**config.mk**
```make
export PLATFORM = sky130hd
export DESIGN_NAME = mm_timer
export DESIGN_NICKNAME = d
export VERILOG_FILES = /design/src/rtl/mmt_pkg.sv /design/src/rtl/mmt_evt_edge.sv /design/src/rtl/mmt_flag.sv /design/src/rtl/mmt_count_core.sv /design/src/rtl/mm_timer.sv
export SDC_FILE = /design/constraint.sdc
export NUM_CORES = 1
export LEC_CHECK = 0
export BUFFER_PORTS_ARGS = -buffer_cell sky130_fd_sc_hd__clkbuf_2
export CORE_MARGIN = 2
export CORE_UTILIZATION = 51
export DETAILED_ROUTE_END_ITERATION = 16
export PLACE_DENSITY = 0.76
export SLEW_MARGIN = 20
export SYNTH_ARGS = -nofsm -noshare
export SYNTH_HDL_FRONTEND = slang
export SYNTH_SLANG_ARGS = --single-unit
```
**constraint.sdc**
```tcl
create_clock -name clk -period 1.7 [get_ports clk]
set_input_delay 0.255 -clock clk [delete_from_list [all_inputs] [get_ports clk]]
set_output_delay 0.255 -clock clk [all_outputs]
set_load 0.02 [all_outputs]
```
**src/rtl/mmt_pkg.sv**
```systemverilog
package mmt_pkg;

    typedef enum logic [1:0] {
        MODE_RELOAD16 = 2'b00,
        MODE_FREE16   = 2'b01,
        MODE_RELOAD8  = 2'b10,
        MODE_SPLIT8   = 2'b11
    } cnt_mode_e;

    typedef enum logic {
        ST_WAIT_HIGH = 1'b0,
        ST_ARMED     = 1'b1
    } edge_state_e;

    typedef struct packed {
        logic      gate;
        logic      ext_src;
        cnt_mode_e mode;
    } ctrl_t;

    localparam int CTRL_W = 4;

endpackage

```
**src/rtl/mmt_evt_edge.sv**
```systemverilog
module mmt_evt_edge
    import mmt_pkg::*;
(
    input  logic clk,
    input  logic rst_n,
    input  logic pin,
    output logic fall
);

    logic        phase;
    edge_state_e state_q, state_d;
    logic        fall_d;

    always_ff @(posedge clk or negedge rst_n) begin
        if (!rst_n) phase <= 1'b0;
        else        phase <= ~phase;
    end

    // state register
    always_ff @(posedge clk or negedge rst_n) begin
        if (!rst_n) state_q <= ST_WAIT_HIGH;
        else        state_q <= state_d;
    end

    // next state and output
    always_comb begin
        state_d = state_q;
        fall_d  = 1'b0;
        if (phase) begin
            unique case (state_q)
                ST_WAIT_HIGH: if (pin)  state_d = ST_ARMED;          // ARM
                ST_ARMED:     if (!pin) begin                        // FIRE
                    state_d = ST_WAIT_HIGH;
                    fall_d  = 1'b1;
                end
            endcase
        end
    end

    always_ff @(posedge clk or negedge rst_n) begin
        if (!rst_n) fall <= 1'b0;
        else        fall <= fall_d;
    end

    // one transition yields a single pulse
    p_single_pulse_r7: assert property (@(posedge clk) disable iff (!rst_n)
        fall |=> !fall);

endmodule

```
**src/rtl/mmt_flag.sv**
```systemverilog
module mmt_flag (
    input  logic clk,
    input  logic rst_n,
    input  logic set,
    input  logic clr,
    output logic q
);

    always_ff @(posedge clk or negedge rst_n) begin
        if (!rst_n)   q <= 1'b0;
        else if (set) q <= 1'b1;
        else if (clr) q <= 1'b0;
    end

    p_sticky_r10: assert property (@(posedge clk) disable iff (!rst_n)
        (q && !clr) |=> q);

    p_set_wins_r10: assert property (@(posedge clk) disable iff (!rst_n)
        set |=> q);

endmodule

```
**src/rtl/mmt_count_core.sv**
```systemverilog
module mmt_count_core
    import mmt_pkg::*;
#(
    parameter int CNT_W    = 16,
    parameter int SPLIT_EN = 1
) (
    input  logic             clk,
    input  logic             rst_n,
    input  cnt_mode_e        mode,
    input  logic             en_lo,
    input  logic             en_hi,
    input  logic             cnt_wr,
    input  logic [CNT_W-1:0] wr_data,
    input  logic [CNT_W-1:0] reload,
    output logic [CNT_W-1:0] cnt,
    output logic             wrap_lo,
    output logic             wrap_hi
);

    localparam int         HALF     = CNT_W / 2;
    localparam logic [CNT_W-1:0] ALL_F = {CNT_W{1'b1}};
    localparam logic [HALF-1:0]  HALF_F = {HALF{1'b1}};

    logic [CNT_W-1:0] nxt;
    logic [HALF-1:0]  lo, hi;
    logic             wl, wh;

    assign lo = cnt[HALF-1:0];
    assign hi = cnt[CNT_W-1:HALF];

    generate
        if (SPLIT_EN != 0) begin : g_split
            always_comb begin
                nxt = cnt;
                wl  = 1'b0;
                wh  = 1'b0;
                unique case (mode)
                    MODE_RELOAD16: if (en_lo) begin
                        if (cnt == ALL_F) begin nxt = reload; wl = 1'b1; end
                        else nxt = cnt + 1'b1;
                    end
                    MODE_FREE16: if (en_lo) begin
                        nxt = cnt + 1'b1;
                        wl  = (cnt == ALL_F);
                    end
                    MODE_RELOAD8: if (en_lo) begin
                        if (lo == HALF_F) begin nxt[HALF-1:0] = hi; wl = 1'b1; end
                        else nxt[HALF-1:0] = lo + 1'b1;
                    end
                    MODE_SPLIT8: begin
                        if (en_lo) begin
                            nxt[HALF-1:0] = lo + 1'b1;
                            wl = (lo == HALF_F);
                        end
                        if (en_hi) begin
                            nxt[CNT_W-1:HALF] = hi + 1'b1;
                            wh = (hi == HALF_F);
                        end
                    end
                endcase
            end
        end else begin : g_nosplit
            always_comb begin
                nxt = cnt;
                wl  = 1'b0;
                wh  = 1'b0;
                unique case (mode)
                    MODE_RELOAD16: if (en_lo) begin
                        if (cnt == ALL_F) begin nxt = reload; wl = 1'b1; end
                        else nxt = cnt + 1'b1;
                    end
                    MODE_FREE16: if (en_lo) begin
                        nxt = cnt + 1'b1;
                        wl  = (cnt == ALL_F);
                    end
                    MODE_RELOAD8: if (en_lo) begin
                        if (lo == HALF_F) begin nxt[HALF-1:0] = hi; wl = 1'b1; end
                        else nxt[HALF-1:0] = lo + 1'b1;
                    end
                    MODE_SPLIT8: begin
                        nxt = cnt;
                    end
                endcase
            end
        end
    endgenerate

    assign wrap_lo = wl & ~cnt_wr;
    assign wrap_hi = wh & ~cnt_wr;

    always_ff @(posedge clk or negedge rst_n) begin
        if (!rst_n)      cnt <= '0;
        else if (cnt_wr) cnt <= wr_data;
        else             cnt <= nxt;
    end

    p_reload_r2: assert property (@(posedge clk) disable iff (!rst_n)
        (mode == MODE_RELOAD16 && en_lo && !cnt_wr && cnt == ALL_F)
        |=> cnt == $past(reload));

    p_free_wrap_r3: assert property (@(posedge clk) disable iff (!rst_n)
        (mode == MODE_FREE16 && en_lo && !cnt_wr && cnt == ALL_F)
        |=> cnt == '0);

    p_hi_hold_r4: assert property (@(posedge clk) disable iff (!rst_n)
        (mode == MODE_RELOAD8 && !cnt_wr)
        |=> cnt[CNT_W-1:HALF] == $past(cnt[CNT_W-1:HALF]));

    p_write_wins_r11: assert property (@(posedge clk) disable iff (!rst_n)
        cnt_wr |=> cnt == $past(wr_data));

endmodule

```
**src/rtl/mm_timer.sv**
```systemverilog
module mm_timer
    import mmt_pkg::*;
#(
    parameter int CNT_W    = 16,
    parameter int SPLIT_EN = 1
) (
    input  logic             clk,
    input  logic             rst_n,
    input  logic             wr_en,
    input  logic [1:0]       wr_sel,
    input  logic [CNT_W-1:0] wr_data,
    input  logic [1:0]       rd_sel,
    output logic [CNT_W-1:0] rd_data,
    input  logic             run,
    input  logic             hi_run,
    input  logic             gate_pin,
    input  logic             evt_pin,
    input  logic             tick,
    input  logic             ovf_clr,
    input  logic             ovf_hi_clr,
    output logic             ovf,
    output logic             ovf_hi
);

    ctrl_t            ctrl;
    logic [CNT_W-1:0] reload;
    logic [CNT_W-1:0] cnt;
    logic             evt_fall, step, en_lo, en_hi, cnt_wr;
    logic             wrap_lo, wrap_hi;

    always_ff @(posedge clk or negedge rst_n) begin
        if (!rst_n) begin
            ctrl   <= '0;
            reload <= '0;
        end else if (wr_en) begin
            if (wr_sel == 2'd1) reload <= wr_data;
            if (wr_sel == 2'd2) ctrl   <= ctrl_t'(wr_data[CTRL_W-1:0]);
        end
    end

    assign cnt_wr = wr_en && (wr_sel == 2'd0);

    mmt_evt_edge u_edge (
        .clk  (clk),
        .rst_n(rst_n),
        .pin  (evt_pin),
        .fall (evt_fall)
    );

    assign step  = ctrl.ext_src ? evt_fall : tick;
    assign en_lo = run && (!ctrl.gate || gate_pin) && step;
    assign en_hi = hi_run && tick;

    mmt_count_core #(.CNT_W(CNT_W), .SPLIT_EN(SPLIT_EN)) u_core (
        .clk    (clk),
        .rst_n  (rst_n),
        .mode   (ctrl.mode),
        .en_lo  (en_lo),
        .en_hi  (en_hi),
        .cnt_wr (cnt_wr),
        .wr_data(wr_data),
        .reload (reload),
        .cnt    (cnt),
        .wrap_lo(wrap_lo),
        .wrap_hi(wrap_hi)
    );

    mmt_flag u_flag_lo (
        .clk  (clk),
        .rst_n(rst_n),
        .set  (wrap_lo),
        .clr  (ovf_clr),
        .q    (ovf)
    );

    mmt_flag u_flag_hi (
        .clk  (clk),
        .rst_n(rst_n),
        .set  (wrap_hi),
        .clr  (ovf_hi_clr),
        .q    (ovf_hi)
    );

    always_comb begin
        rd_data = '0;
        unique case (rd_sel)
            2'd0: rd_data = cnt;
            2'd1: rd_data = reload;
            2'd2: rd_data[CTRL_W-1:0] = ctrl;
            2'd3: rd_data[1:0] = {ovf_hi, ovf};
        endcase
    end

    p_halt_r9: assert property (@(posedge clk) disable iff (!rst_n)
        (!run && ctrl.mode != MODE_SPLIT8 && !cnt_wr) |=> $stable(cnt));

    p_gate_block_r8: assert property (@(posedge clk) disable iff (!rst_n)
        (ctrl.gate && !gate_pin && ctrl.mode != MODE_SPLIT8 && !cnt_wr)
        |=> $stable(cnt));

endmodule

```
==> impl_results.md <==
- Placer Congestion: 0.9400
- Fin crit period: 1.815 ns
- Warnings, synthesis: 0
- Area contributors post-synth: dfrtp_1 (36%), mux2_2 (9.1%), mux2i_1 (5.3%)
- Root buffer cell: clkbuf_8
- Worst EP arrival: 2.01 ns
- Synth Area in Adders: 0.8764%
- Clk_skew: 0.009981 ns
- Setup WS post-layout: -0.1154 ns
- Drt wl/cell: 19.85 um
- Final setup violation count: 14
- Leakage: 0.001796 uW
- Top Ports: 48
- WHS Path Cells: 2
- Final ANT Viol Nets: 0
- Worst path slowest cell: dfrtp_2
- Final hold violations: 0
- Number of synthesized register bits: 41
- Layout cells sized above 1: 47.53%
- Failing checks: setup timing
- VDD IR max: 655.3 uV
- Multi-input logic area: 1848 um^2
- Cell count after synthesis: 315
- Grt peak-use layer: met2
- Main combinational cell family by area after synthesis: simple AND/OR/NAND/NOR gates
- Data required, critical path: 1.89 ns
- CTS tree: built
- Met3 Usage GRT: 4.659%
- Top cells by instance count after synthesis: dfrtp_1 (41), nor2_1 (32), mux2_2 (23), nand2_1 (20)
- Maximum clock rate: 550.8 MHz
- Post-Synth Simple-Gate Area: 22.39%
- Max Fanout on Critical Path: 6
- Pwr dens: 1062 nW/um^2
- Ys flop type: dfrtp_1
- Distinct cell type count after synthesis: 54
- RSZ-0062 raised after global routing: true
- Worst rel slew slack: 74.91%
- Syn Nets: 347
- Compound-cell area share of the yosys netlist: 17.88%
- Final Net Count: 456
- Ant. Diodes: 0
- Die height: 78.83 um
- Slew @ Worst Pin: 0.3750 ns
- Synth Area in XOR/XNOR: 1.227%
- Post-Route WL: 9.865 mm
- Clock tree buffer depth: 2
- Kind of critical path: reg2reg
- TritonCTS buffer count: 5
- Dpl cell area: 3580 um^2
- Clock transition at path regs: 0.09 ns
- DRT Pass-1 Iters: 5
- Crit path launch type: register
- Hold WC Path Type: in2reg
- Synth area leader: dfrtp_1
- IO buf count: 47
- Max H-tree Level: 2
- DR DRC count: 0
- Post-synth ARST share: 100.0%
- First-pass GRT wire length: 15.41 mm
- Buf/Inv on CP: 1
- Most common cell in the netlist: dfrtp_1
- Stages on worst setup path: 7
- Crit end category: register
- Clock Sinks: 41
- CP top delay family: simple AND/OR/NAND/NOR gates
- Max-cap violation count: 0
- Post-synthesis sequential area ratio: 35.93%
- Largest net degree at the start of global routing: 23
- Via density per instance: 6.207
- Hpwl dp: 7.394 mm
- Worst hold margin: 0.09567 ns
- Die width: 78.83 um
- Initial Utilization: 52.17%
- Syn Std Cell Area: 2855 um^2
- Met2 Use GR: 53.68%
- Reg2reg path depth: 7
- Core Box Area: 5473 um^2
- Total track usage: 32.55%
- Post-synth EDFFs: 0
- Area growth, synth to finish: 39.48%
- Avg Cell Area, Syn: 9.064 um^2
- Met1 Use GR: 44.82%
- Iter 0 DRT Violations: 265
- Slowest stage delay, CP: 0.37 ns
- Outcome: finished, violations left
- Layout filler cell count: 422
- DR vias: 3,085
- Synth top area share: 35.93%
- Vias in the first global route: 2,873
- Worst-path cell chain: ha_2 > and4_4 > nand4_1 > buf_4 > nor2_1 > a31oi_1 > o311a_1
- Final Max Tran Viols: 0
- Worst skew pair latency: 0.31 ns
- Final period utilization: 106.8%
- Total gr overflow: 0
- Design area: 3983 um^2
- Sequential cell area: 1030 um^2
- Post-synthesis mux area share: 15.91%
- Initial antenna violation count: 0
- Row Count: 27
- Area of the die: 6213 um^2
==> worst register-to-register path, cell delays in order, from the launching register on <==
cell	delay [ns]
dfrtp_2	0.37
ha_2	0.18
and4_4	0.23
nand4_1	0.24
buf_4	0.26
nor2_1	0.08
a31oi_1	0.05
o311a_1	0.29
==> routing by layer <==
metal  vias to the layer above  routed length [um]  part of all wire, %
li1                       1405                   -                    -
met1                      1492                4260                   43
met2                       166                4757                   48
met3                        22                 659                  6.7
met4                         0                 188                  1.9
met5                         -                   0                    0
==> state kept, by name, summed over array words and instances (netlist names) <==
signal          flops
reload             16
ctrl                4
u_edge.phase        1
u_flag_lo.q         1
u_edge.state_q      1
u_flag_hi.q         1
u_core.cnt         16
u_edge.fall         1
==> layout by cell type (no fill, tap or decap), types with 8 or more instances in the layout <==
cell	synthesis	routed
nor2_1	32	31
a31oi_1	8	8
o21ai_0	15	9
nand4_1	11	11
a21oi_1	14	12
nand3_1	12	9
mux2_2	23	23
nand2_1	20	20
clkbuf_2	1	45
mux2i_1	15	15
buf_4	4	72
dfrtp_1	41	38
==> final cells by class <==
cell class,instances,area share (%)
multi-input combinational,243,46.40
sequential,41,25.86
tap,72,2.262
timing repair buffer,128,22.71
clock inverter,3,0.5655
clock buffer,5,1.728
inverter,5,0.4713
==> report_power, final <==
part           internal, uW  total, uW  switching [uW]  leakage [uW]
Sequential             1190       1390             197      0.000486
Combinational          1040       2150            1120       0.00126
Clock                   292        686             394     0.0000481
Total                  2520       4230            1710       0.00180
==> final timing paths <==
path / startpoint / slack [ns] / endpoint
max: u_core.cnt[8] / -0.12 / u_core.cnt[15]
min: evt_pin / 0.1 / u_edge.fall
max reg2reg: u_core.cnt[8] / -0.12 / u_core.cnt[15]
min reg2reg: u_edge.phase / 0.45 / u_edge.phase
max in group asynchronous: rst_n / 0.95 / u_core.cnt[2]
min in group asynchronous: rst_n / 0.49 / ctrl[0]
==> cells by family after synthesis <==
| family | count (synthesis) |
|---|---|
| buffers and inverters | 31 |
| multiplexers | 40 |
| AO/OA/AOI/OAI | 75 |
| AND/OR/NAND/NOR | 122 |
| flip-flops | 41 |
| adder cells (fa/ha/maj) | 2 |
| XOR/XNOR | 4 |
==> what timing repair did <==
action | in CTS | in global routing
hold buffers | 1 | 0
endpoints found under the setup margin | 14 | 18
hold endpoints to repair | 41 | 0
pin swaps | 10 | 12
resized for setup | 29 | 27
setup buffers | 6 | 6
==> through the flow <==
step           setup slack [ns]  util (%)  total power, uW  cells   TNS, ns
2_1_floorplan          -0.04261         -             2478    315  -0.07452
3_3_place_gp           -0.07830     65.41             3216    477   -0.1183
3_5_place_dp            -0.1185     65.41             3249    477   -0.3498
4_1_cts                -0.05365     70.12             4072    491   -0.2008
5_1_grt                 -0.1744     72.77             4454    497    -1.520
6_report                -0.1154     72.77             4229    497   -0.6922
No activity file was read; power rests on OpenSTA's default activity.
